### src/rtl/eqt_pkg.sv
package eqt_pkg;

  typedef enum logic [1:0] {
    PT_LOW   = 2'b00,
    PT_HIGH  = 2'b01,
    PT_MIXED = 2'b10
  } pt_class_e;

  typedef enum logic [2:0] {
    SQ_IDLE,
    SQ_LOAD,
    SQ_SETTLE,
    SQ_COUNT,
    SQ_WRITE,
    SQ_DONE
  } seq_state_e;

endpackage

### src/rtl/eqt_seq.sv
module eqt_seq
  import eqt_pkg::*;
#(
  parameter int NUM_TAPS = 32,
  parameter int NUM_PH   = 8,
  parameter int CNT_W    = 20,
  parameter int SETTLE_W = 8,
  localparam int TAP_W   = $clog2(NUM_TAPS),
  localparam int PH_W    = $clog2(NUM_PH)
) (
  input  logic                clk,
  input  logic                rst,
  input  logic                start_i,
  input  logic [SETTLE_W-1:0] settle_i,
  input  logic [CNT_W-1:0]    reps_i,
  input  logic                period_start_i,
  output logic [TAP_W-1:0]    tap_o,
  output logic                tap_load_o,
  output logic                done_o,
  output logic                cnt_clr_o,
  output logic                cnt_en_o,
  output logic                cnt_active_o,
  output logic [CNT_W-1:0]    reps_lim_o,
  output logic                wr_en_o,
  output logic [PH_W-1:0]     wr_idx_o
);

  seq_state_e          state_q;
  logic [TAP_W-1:0]    tap_q;
  logic [SETTLE_W-1:0] settle_lim_q, settle_cnt_q;
  logic [CNT_W-1:0]    reps_lim_q, period_cnt_q;
  logic [PH_W-1:0]     wr_idx_q;

  always_ff @(posedge clk) begin
    if (rst) begin
      state_q      <= SQ_IDLE;
      tap_q        <= '0;
      settle_lim_q <= '0;
      settle_cnt_q <= '0;
      reps_lim_q   <= CNT_W'(1);
      period_cnt_q <= '0;
      wr_idx_q     <= '0;
    end else begin
      unique case (state_q)
        SQ_IDLE, SQ_DONE: begin
          if (start_i) begin
            settle_lim_q <= settle_i;
            reps_lim_q   <= (reps_i == '0) ? CNT_W'(1) : reps_i;
            tap_q        <= '0;
            state_q      <= SQ_LOAD;
          end
        end
        SQ_LOAD: begin
          settle_cnt_q <= '0;
          period_cnt_q <= '0;
          state_q      <= (settle_lim_q == '0) ? SQ_COUNT : SQ_SETTLE;
        end
        SQ_SETTLE: begin
          if (period_start_i) begin
            if (settle_cnt_q == settle_lim_q - SETTLE_W'(1)) state_q <= SQ_COUNT;
            else settle_cnt_q <= settle_cnt_q + SETTLE_W'(1);
          end
        end
        SQ_COUNT: begin
          if (period_start_i) begin
            if (period_cnt_q == reps_lim_q - CNT_W'(1)) begin
              wr_idx_q <= '0;
              state_q  <= SQ_WRITE;
            end else begin
              period_cnt_q <= period_cnt_q + CNT_W'(1);
            end
          end
        end
        SQ_WRITE: begin
          wr_idx_q <= wr_idx_q + PH_W'(1);
          if (wr_idx_q == PH_W'(NUM_PH - 1)) begin
            if (tap_q == TAP_W'(NUM_TAPS - 1)) begin
              state_q <= SQ_DONE;
            end else begin
              tap_q   <= tap_q + TAP_W'(1);
              state_q <= SQ_LOAD;
            end
          end
        end
        default: state_q <= SQ_IDLE;
      endcase
    end
  end

  assign tap_o        = tap_q;
  assign tap_load_o   = (state_q == SQ_LOAD);
  assign done_o       = (state_q == SQ_DONE);
  assign cnt_clr_o    = (state_q == SQ_LOAD);
  assign cnt_active_o = (state_q == SQ_COUNT);
  assign cnt_en_o     = (state_q == SQ_COUNT) && period_start_i;
  assign reps_lim_o   = reps_lim_q;
  assign wr_en_o      = (state_q == SQ_WRITE);
  assign wr_idx_o     = wr_idx_q;

  // a load strobe lasts one cycle
  p_load_single_r2: assert property (@(posedge clk) disable iff (rst)
    tap_load_o |=> !tap_load_o);

  // the tap value moves only together with a load strobe
  p_tap_hold_r2: assert property (@(posedge clk) disable iff (rst)
    !tap_load_o |-> $stable(tap_o));

  // done holds until a start arrives
  p_done_hold_r7: assert property (@(posedge clk) disable iff (rst)
    (done_o && !start_i) |=> done_o);

  // a start during settling leaves the sequence alone
  p_start_ignored_r8: assert property (@(posedge clk) disable iff (rst)
    (state_q == SQ_SETTLE && start_i && !period_start_i) |=> (state_q == SQ_SETTLE));

endmodule

### src/rtl/eqt_ones_counters.sv
module eqt_ones_counters
  import eqt_pkg::*;
#(
  parameter int NUM_PH = 8,
  parameter int CNT_W  = 20,
  localparam int PH_W  = $clog2(NUM_PH)
) (
  input  logic              clk,
  input  logic              rst,
  input  logic              clr_i,
  input  logic              en_i,
  input  logic              active_i,
  input  logic [NUM_PH-1:0] sample_i,
  input  logic [CNT_W-1:0]  lim_i,
  input  logic [PH_W-1:0]   sel_i,
  output pt_class_e         cls_o
);

  logic [CNT_W-1:0] ones_q [NUM_PH];

  for (genvar g = 0; g < NUM_PH; g++) begin : g_cnt
    always_ff @(posedge clk) begin
      if (rst || clr_i) ones_q[g] <= '0;
      else if (en_i && sample_i[g]) ones_q[g] <= ones_q[g] + CNT_W'(1);
    end

    // no position counts more ones than periods counted
    p_cnt_bound_r4: assert property (@(posedge clk) disable iff (rst)
      active_i |-> (ones_q[g] <= lim_i));
  end

  logic [CNT_W-1:0] sel_cnt;
  assign sel_cnt = ones_q[sel_i];

  always_comb begin
    if (sel_cnt == '0)        cls_o = PT_LOW;
    else if (sel_cnt == lim_i) cls_o = PT_HIGH;
    else                       cls_o = PT_MIXED;
  end

endmodule

### src/rtl/eqt_result_ram.sv
module eqt_result_ram #(
  parameter int DEPTH  = 256,
  parameter int DATA_W = 2,
  localparam int ADDR_W = $clog2(DEPTH)
) (
  input  logic              clk,
  input  logic              we_i,
  input  logic [ADDR_W-1:0] waddr_i,
  input  logic [DATA_W-1:0] wdata_i,
  input  logic [ADDR_W-1:0] raddr_i,
  output logic [DATA_W-1:0] rdata_o
);

  logic [DATA_W-1:0] mem [DEPTH];

  always_ff @(posedge clk) begin
    if (we_i) mem[waddr_i] <= wdata_i;
    rdata_o <= mem[raddr_i];
  end

endmodule

### src/rtl/eqt_sampler.sv
module eqt_sampler
  import eqt_pkg::*;
#(
  parameter int NUM_TAPS = 32,
  parameter int NUM_PH   = 8,
  parameter int CNT_W    = 20,
  parameter int SETTLE_W = 8,
  localparam int TAP_W   = $clog2(NUM_TAPS),
  localparam int PH_W    = $clog2(NUM_PH),
  localparam int NPTS    = NUM_TAPS * NUM_PH,
  localparam int ADDR_W  = $clog2(NPTS)
) (
  input  logic                clk,
  input  logic                rst,
  input  logic                start_i,
  input  logic [SETTLE_W-1:0] settle_i,
  input  logic [CNT_W-1:0]    reps_i,
  input  logic                period_start_i,
  input  logic [NUM_PH-1:0]   sample_i,
  output logic [TAP_W-1:0]    tap_o,
  output logic                tap_load_o,
  output logic                done_o,
  input  logic [ADDR_W-1:0]   rd_addr_i,
  output logic [1:0]          rd_data_o
);

  logic             cnt_clr, cnt_en, cnt_active, wr_en;
  logic [CNT_W-1:0] reps_lim;
  logic [PH_W-1:0]  wr_idx;
  pt_class_e        cls;
  logic [1:0]       wr_data;

  eqt_seq #(
    .NUM_TAPS(NUM_TAPS), .NUM_PH(NUM_PH), .CNT_W(CNT_W), .SETTLE_W(SETTLE_W)
  ) u_seq (
    .clk(clk), .rst(rst), .start_i(start_i), .settle_i(settle_i),
    .reps_i(reps_i), .period_start_i(period_start_i),
    .tap_o(tap_o), .tap_load_o(tap_load_o), .done_o(done_o),
    .cnt_clr_o(cnt_clr), .cnt_en_o(cnt_en), .cnt_active_o(cnt_active),
    .reps_lim_o(reps_lim), .wr_en_o(wr_en), .wr_idx_o(wr_idx)
  );

  eqt_ones_counters #(.NUM_PH(NUM_PH), .CNT_W(CNT_W)) u_cnt (
    .clk(clk), .rst(rst), .clr_i(cnt_clr), .en_i(cnt_en),
    .active_i(cnt_active), .sample_i(sample_i), .lim_i(reps_lim),
    .sel_i(wr_idx), .cls_o(cls)
  );

  assign wr_data = cls;

  eqt_result_ram #(.DEPTH(NPTS), .DATA_W(2)) u_ram (
    .clk(clk), .we_i(wr_en), .waddr_i({wr_idx, tap_o}), .wdata_i(wr_data),
    .raddr_i(rd_addr_i), .rdata_o(rd_data_o)
  );

  // the unused code is never stored
  p_class_code_r5: assert property (@(posedge clk) disable iff (rst)
    wr_en |-> (wr_data != 2'b11));

  // nothing is stored while a tap is being loaded
  p_no_write_on_load_r10: assert property (@(posedge clk) disable iff (rst)
    tap_load_o |-> !wr_en);

endmodule

### config.mk
export PLATFORM = sky130hd
export DESIGN_NAME = eqt_sampler
export DESIGN_NICKNAME = d
export VERILOG_FILES = /design/src/rtl/eqt_pkg.sv /design/src/rtl/eqt_seq.sv /design/src/rtl/eqt_ones_counters.sv /design/src/rtl/eqt_result_ram.sv /design/src/rtl/eqt_sampler.sv
export SDC_FILE = /design/constraint.sdc
export NUM_CORES = 1
export LEC_CHECK = 0
export CELL_PAD_IN_SITES_DETAIL_PLACEMENT = 1
export CELL_PAD_IN_SITES_GLOBAL_PLACEMENT = 2
export CORE_UTILIZATION = 40
export DETAILED_ROUTE_END_ITERATION = 10
export HOLD_SLACK_MARGIN = 0.12
export PLACE_DENSITY_LB_ADDON = 0.1
export SLEW_MARGIN = 0
export SYNTH_ARGS = -nofsm -noshare
export SYNTH_HDL_FRONTEND = slang
export SYNTH_SLANG_ARGS = --single-unit
export TNS_END_PERCENT = 20
### constraint.sdc
create_clock -name clk -period 18.6 [get_ports clk]
set_clock_uncertainty 0.2 [all_clocks]
set_input_delay 3.72 -clock clk [delete_from_list [all_inputs] [get_ports clk]]
set_output_delay 3.72 -clock clk [all_outputs]
set_load 0.01 [all_outputs]
### Yosys cells after proc, flatten, opt, wreduce, memory -nomap -nowiden

Memories as Yosys holds them, arrays and structs flattened. A register that Yosys moved wholly into a read port is not among the register bits.
Cells that the tools add are included.

* register bits after elaboration: 67
* memory bits (writable): 672
* bits of input ports: 48
* output and inout bits: 9
* word-level logic and storage cells: 138
* memories: 2

* $add $sub $neg: 14
* equal/unequal tests: 19
* mux-type cells: 63
* bitwise gates (word level): 8
* reductions and logical operators: 25

Memories
* u_ram.mem: depth 256, bits a word 2, read ports 1, clocked after memory_dff 1, wr ports 1, RTL line eqt_result_ram.sv:14 `logic [DATA_W-1:0] mem [DEPTH];`
* u_cnt.ones_q: depth 8, bits a word 20, read ports 9, clocked after memory_dff 1, wr ports 8, RTL line eqt_ones_counters.sv:19 `logic [CNT_W-1:0] ones_q [NUM_PH];`

Operators by type and width (count)
* two-way mux 20 bit: 11
* adder 20 x 1 -> 20 bit, second input constant: 9
* == test 20 bit: 2
* zero test 20 bit: 2
* one-hot mux 20 bit (2 select lines): 1
* two-way mux 3 bit: 11
* two-way mux 1 bit: 29
* subtractor 20 x 1 -> 20 bit, second input constant: 1
* two-way mux 8 bit: 2
* one-hot mux 8 bit (2 select lines): 1
* two-way mux 5 bit: 3
* one-hot mux 3 bit (5 select lines): 1
* != test 2 bit, second input constant: 7
* one-hot mux 5 bit (2 select lines): 1
* == test 3 bit, second input constant: 3
* logical AND 1 bit: 9
* AND reduction 3 bit: 3
* adder 8 x 1 -> 8 bit, second input constant: 1
* == test 8 bit: 1
* zero test 8 bit: 1
* bitwise OR 1 bit: 8
* nonzero test 2 bit: 4
* subtractor 8 x 1 -> 8 bit, second input constant: 1
* == test 3 x 2 -> 1 bit, second input constant: 2
* 13 further kinds: 15

### Logic depth before layout (Yosys ltp)

Gate-level depths: netlist of the first run.

* word-level depth: 7
* mapped depth: 12
* depth with buffers taken out: 10

### By module

From an unflattened synthesis of the first run, not the netlist that was laid out.

* cells, all modules: 2614
* area, all modules: 35126.2 µm²

By module, submodules not included
* eqt_result_ram: instances 1, cells an instance 1242, area each 21381.8 µm², sequential area each 15414.8 µm²
* eqt_ones_counters: instances 1, cells an instance 856, area each 9654.3 µm², sequential area each 4804.6 µm²
* eqt_seq: instances 1, cells an instance 516, area each 4090.2 µm², sequential area each 1341.3 µm²

### Worst setup path before layout of the first run

OpenSTA, ideal clock, no wires.

* kind: register to register
* start: register with a tool-made name
* end: memory u_ram.mem[0][0], data pin
* data arrival time: 12718 ps
* required time: 16127 ps
* path slack: 3409 ps
* stages on the path, launching flop included: 10
* clock period less this slack: 15191 ps
* cell sequence: dfxtp_1 -> buf_1 -> clkbuf_1 -> mux4_2 -> mux2i_1 -> xnor2_1 -> nor4_1 -> nand3_1 -> nor3_1 -> a21boi_0

RTL lines (RTL line)
* to (decl): eqt_result_ram.sv:14

==> summary.txt, run 1 <==
status = finished clean
worst ir drop on vdd = 0.0684 mV
Hold Buf Count CTS = 0
crit path max fanout = 89
remaining antenna violation count after routing = 0
post-synthesis cell area = 0.0346 mm^2
MaxCap Viol Count = 0
worst r2r dst = u_ram.mem[0][0]$_DFFE_PP_
post-synthesis area per instance = 14.1 um^2
Placer Congestion = 0.827
Hold Crit Class = flop to flop
DIE AREA = 0.0878 mm^2
Synth async-reset ratio = 0%
Area Overhead vs Synth = 12.7%
WL/cell = 24.4 um
Synth Warn # = 0
LEAKAGE = 12.1 nW
DP HPWL = 59,200 um
Crit Path Category = input port to flop
Final Hold Fails = 0
Reg clk slew, reported paths = 0.06 ns
DRC = 0
GRT Total Usage = 21.0%
total power = 4.30 mW
Remaining Overflow, GRT = 0
FMAX = 0.139 GHz
Setup crit end kind = flop
most frequent cell after synthesis = edfxtp_1
period utilization = 38.6%
cts bufs inserted = 84
Clock Latency Late Sink = 0.65 ns
initial antenna violation count = 0
Crit path top cell by count = mux4_2
Unique masters post-synth = 85
dpl cells = 3,555
max-slew violation count = 0
critical path, cell by cell = clkbuf_8 > buf_4 > mux4_2 > mux4_2 > mux4_2 > nor2b_1 > a211oi_1 > a21oi_1
RSZ-0062 raised after global routing = no
Die Y = 296 um
first-pass GRT wire length = 138,000 um
drt via density = 5.55
1st-pass router iterations = 5
Cells after Synth = 2,459
routed vias = 20,600
area occupied by multi-input gates = 0.0124 mm^2
share of cells above drive strength 1 = 16.3%
Antenna Cells = 0
headroom to the max-slew limit = 13.5%
Post-synth EDFFs = 672
post-synthesis register bit count = 744
worst reg-to-reg setup slack = 13.33 ns
vias in the first global route = 21,800
Critical Path AT = 7.51 ns
io pins = 57
HP Start = u_seq.settle_lim_q[7]$_SDFFE_PP0P_
CTS tree = done
setup bufs post-CTS = 0
filler instances = 8,545
Synth top cells by count = 672 x edfxtp_1, 470 x nor2_1, 208 x mux4_2
H-tree levels = 3
Synth Flop Type = edfxtp_1
dominant cell type by area after synthesis = edfxtp_1
critical path launch point type = input port
hold depth = 2
reg2reg path depth = 9
nets = 2,565
PostCTS Resize Cnt = 0
Row Count = 107
post-synthesis sequential area ratio = 62.4%
drt total wl = 90,500 um
Design Area, Final = 0.0391 mm^2
post-route insts no fill = 3,709
Area after DPL = 0.0362 mm^2
Die W = 296 um
Yosys top cell area share = 58.2%
post-synthesis net count = 2,527
CTS root buffer = clkbuf_16
Worst Tran Pin Value = 1.30 ns
Max Root-Sink Buffers = 3
WP data required = 18.92 ns
Starting Density = 40.6%
ranking of synthesized cells by area = edfxtp_1 58%, mux4_2 14%, nor2_1 5.1%, dfxtp_1 4.2%, xor2_1 2.8%
power per cell area = 110 mW/mm^2
Initial DRC Count = 1,292
# port buffers = 56
# setup viols final = 0
setup_tns = 0 ns
hold path endpoint = u_seq.settle_lim_q[7]$_SDFFE_PP0P_
Slowest-stage cell, CP = clkbuf_8
largest net degree at the start of global routing = 127
slowest cell delay on critical path = 0.83 ns
Sequential cell area = 0.0216 mm^2
core footprint = 0.0854 mm^2
clock sink count = 744
Final Critical Period = 7.19 ns
worst max path at each step:
stage | slack [ns] | to | depth (start not counted) | start
CTS | 11.33 | u_ram.rdata_o[1]$_DFF_P_ | 8 | rd_addr_i[0]
global route | 11.13 | u_ram.rdata_o[1]$_DFF_P_ | 8 | rd_addr_i[0]
floorplan | 3.41 | u_ram.mem[0][0]$_DFFE_PP_ | 9 | flop
finish | 11.41 | u_ram.rdata_o[1]$_DFF_P_ | 8 | rd_addr_i[0]
detailed placement | 10.66 | u_ram.rdata_o[1]$_DFF_P_ | 8 | rd_addr_i[0]
global placement | 10.72 | u_ram.rdata_o[1]$_DFF_P_ | 8 | rd_addr_i[0]
routing by layer:
metal / up-vias / wire, um / GRT usage [%]
met4: 0 / 2500 / 6.54
met5: - / 0 / 0
met3: 133 / 3390 / 2.53
met1: 10700 / 41100 / 29.4
li1: 9363 / - / -
met2: 376 / 43500 / 34.2
worst max-delay path, delay by kind of cell:
family / cells / cell delay (ns)
buf+inv: 2 / 1.59
compound gates: 2 / 0.36
simple gates: 1 / 0.15
mux: 3 / 1.61
sequential cells by signal, summed over array words and instances (netlist names), named ones only:
signal / count
u_seq.tap_o: 5
u_seq.settle_cnt_q: 8
u_cnt.ones_q: 160
u_seq.settle_lim_q: 8
u_ram.rdata_o: 2
u_seq.state_q: 3
u_seq.period_cnt_q: 20
u_ram.mem: 512
u_seq.reps_lim_o: 20
u_seq.wr_idx_o: 3
power breakdown:
| part | internal (mW) | switching [mW] | total (mW) |
|---|---|---|---|
| Clock | 0.990 | 0.695 | 1.69 |
| Sequential | 1.93 | 0.161 | 2.09 |
| Combinational | 0.212 | 0.308 | 0.520 |
| Total | 3.14 | 1.16 | 4.30 |
cells in the final DEF, fill, tap and decap left out, types with 51 or more instances in the layout:
cell / netlist / layout
edfxtp_1: 672 / 672
nor2_1: 470 / 469
mux4_2: 208 / 208
nand2_1: 192 / 192
xor2_1: 110 / 110
xnor2_1: 88 / 88
clkbuf_16: 0 / 84
nand3_1: 80 / 80
dfxtp_1: 72 / 70
a21oi_1: 60 / 59
clkdlybuf4s50_1: 0 / 51
cell families after synthesis:
family	synth area share, %
AOI/OAI and AO/OA	2.81
xor gates and xnor gates	5.01
adders and majority gates	0.722
buffers and inverters	2.01
DFF	62.4
muxes	14.4
and+or+nand+nor	12.6
through the flow:
step	util (%)	worst slack [ns]	hold slack, ns
finish	45.7	11.41	0.303
floorplan	-	3.41	0.255
detailed placement	42.4	10.66	0.295
global placement	42.4	10.72	0.286
CTS	45.7	11.33	0.304
global route	45.7	11.13	0.326
final cells by class:
cell class | count | area share [%]
flip-flops and latches | 744 | 55.4
clock buffers | 112 | 5.80
multi-input cells | 1565 | 31.6
clock inverters | 42 | 1.40
inverters | 17 | 0.163
well taps | 1144 | 3.67
repair buffers | 85 | 1.96
No activity file was read; power rests on OpenSTA's default activity.
==> inputs of run 2 (changes only) <==
==> constraint.sdc (replaced) <==
create_clock -name clk -period 7.3 [get_ports clk]
set_clock_uncertainty 0.2 [all_clocks]
set_input_delay 1.46 -clock clk [delete_from_list [all_inputs] [get_ports clk]]
set_output_delay 1.46 -clock clk [all_outputs]
set_load 0.01 [all_outputs]
==> summary.txt, run 2 (synthesized netlist as in run 1, its figures left out) <==
first-pass GRT wire length = 140,000 um
PostCTS Resize Cnt = 0
max-slew violation count = 0
Sequential cell area = 0.0216 mm^2
Reg clk slew, reported paths = 0.06 ns
Die Y = 296 um
largest net degree at the start of global routing = 257
worst reg-to-reg setup slack = 2.28 ns
Critical Path AT = 5.20 ns
critical path launch point type = flop
Design Area, Final = 0.0392 mm^2
drt via density = 5.56
period utilization = 68.8%
most frequent cells in the layout = 672 x edfxtp_1, 469 x nor2_1, 208 x mux4_2
largest reg by FF count = u_ram.mem
top flop regs = u_ram.mem: 512 flops, u_cnt.ones_q: 160 flops
hold_ws = 0.304 ns
filler instances = 8,550
DIE AREA = 0.0878 mm^2
vias in the first global route = 21,900
CTS tree = done
MaxCap Viol Count = 0
DP HPWL = 59,600 um
Clock Latency Late Sink = 0.65 ns
CTS root buffer = clkbuf_16
routed vias = 20,700
Setup crit end kind = flop
Starting Density = 40.6%
Final Critical Period = 5.02 ns
GRT Total Usage = 21.3%
initial antenna violation count = 0
dpl cells = 3,558
Antenna Cells = 0
post-route insts no fill = 3,719
worst ir drop on vdd = 0.148 mV
Max Root-Sink Buffers = 3
Hold Crit Class = flop to flop
HP Start = u_seq.settle_lim_q[6]$_SDFFE_PP0P_
Area Overhead vs Synth = 13.2%
most common cell after layout, fill and taps aside = edfxtp_1
nets = 2,570
setup bufs post-CTS = 0
FMAX = 0.199 GHz
hold path endpoint = u_seq.settle_lim_q[6]$_SDFFE_PP0P_
hold depth = 2
post-layout util = 45.9%
share of cells above drive strength 1 = 16.5%
Area after DPL = 0.0363 mm^2
remaining antenna violation count after routing = 0
RSZ-0062 raised after global routing = no
Remaining Overflow, GRT = 0
Placer Congestion = 0.812
worst r2r dst = u_ram.mem[135][0]$_DFFE_PP_
status = finished clean
LEAKAGE = 12.2 nW
WP data required = 7.48 ns
clock sink count = 744
area occupied by multi-input gates = 0.0124 mm^2
reg2reg path depth = 8
1st-pass router iterations = 5
core footprint = 0.0854 mm^2
H-tree levels = 3
Largest register FFs = 512
Worst Tran Pin Value = 1.18 ns
crit path max fanout = 136
Hold Buf Count CTS = 0
setup_tns = 0 ns
drt total wl = 91,900 um
headroom to the max-slew limit = 21.1%
WL/cell = 24.7 um
Die W = 296 um
Crit Path Category = flop to flop
Initial DRC Count = 1,246
power per cell area = 282 mW/mm^2
DRC = 0
cts bufs inserted = 86
Final Hold Fails = 0
# setup viols final = 0
Row Count = 107
io pins = 57
# port buffers = 56
==> run 2: cell types whose count changed in the layout (fill, tap and decap cells not counted), sizes merged <==
cell / previous run / this run
buf: 33 / 36
clkbuf: 113 / 105
clkinv: 31 / 46
clkinvlp: 1 / 2
inv: 18 / 17
==> run 2: worst max-delay path by stage <==
| stage | startpoint | end | slack, ns | cells past startpoint |
|---|---|---|---|---|
| 2_1_floorplan | flop | u_ram.mem[0][1]$_DFFE_PP_ | 0.16 | 9 |
| 5_1_grt | flop | u_ram.mem[151][0]$_DFFE_PP_ | 1.81 | 8 |
| 3_3_place_gp | rd_addr_i[0] | u_ram.rdata_o[1]$_DFF_P_ | 2.27 | 7 |
| 3_5_place_dp | rd_addr_i[0] | u_ram.rdata_o[0]$_DFF_P_ | 2.20 | 7 |
| 4_1_cts | flop | u_ram.mem[149][0]$_DFFE_PP_ | 2.23 | 8 |
| 6_report | flop | u_ram.mem[135][0]$_DFFE_PP_ | 2.28 | 8 |
==> run 2: worst max-delay path, cell delays in order, from the launching register on <==
cell and delay [ns]:
dfxtp_2 1.06, mux4_2 0.60, mux2i_1 0.32, xnor2_1 0.12
nor4_1 0.34, nand3_1 0.14, nor3_1 0.37, a21boi_4 0.94
buf_12 0.52
==> run 2: routing by layer <==
layer	GRT usage, %	share of wire (%)	vias up
met5	0	0	-
met4	5.67	2.3	0
met3	3.04	3.0	123
met2	35.1	48	320
met1	29.7	46	10900
li1	-	-	9378
==> run 2: area by class of cell <==
class / count / area share [%]
clock buffers: 104 / 5.85
clock inverters: 57 / 1.53
inverters: 17 / 0.163
multi-input cells: 1565 / 31.5
flip-flops and latches: 744 / 55.2
well taps: 1144 / 3.65
repair buffers: 88 / 2.13
==> run 2: power by group <==
part / switching, mW / total [mW] / internal, mW
sequential: 0.426 / 5.35 / 4.93
combinational: 0.781 / 1.33 / 0.550
clock: 1.79 / 4.36 / 2.58
==> run 2: metrics by stage <==
step	power, mW	setup WS [ns]
after floorplan	6.25	0.164
after global placement	6.73	2.27
after detailed placement	6.78	2.20
after CTS	11.2	2.23
after global routing	11.5	1.81
final	11.0	2.28
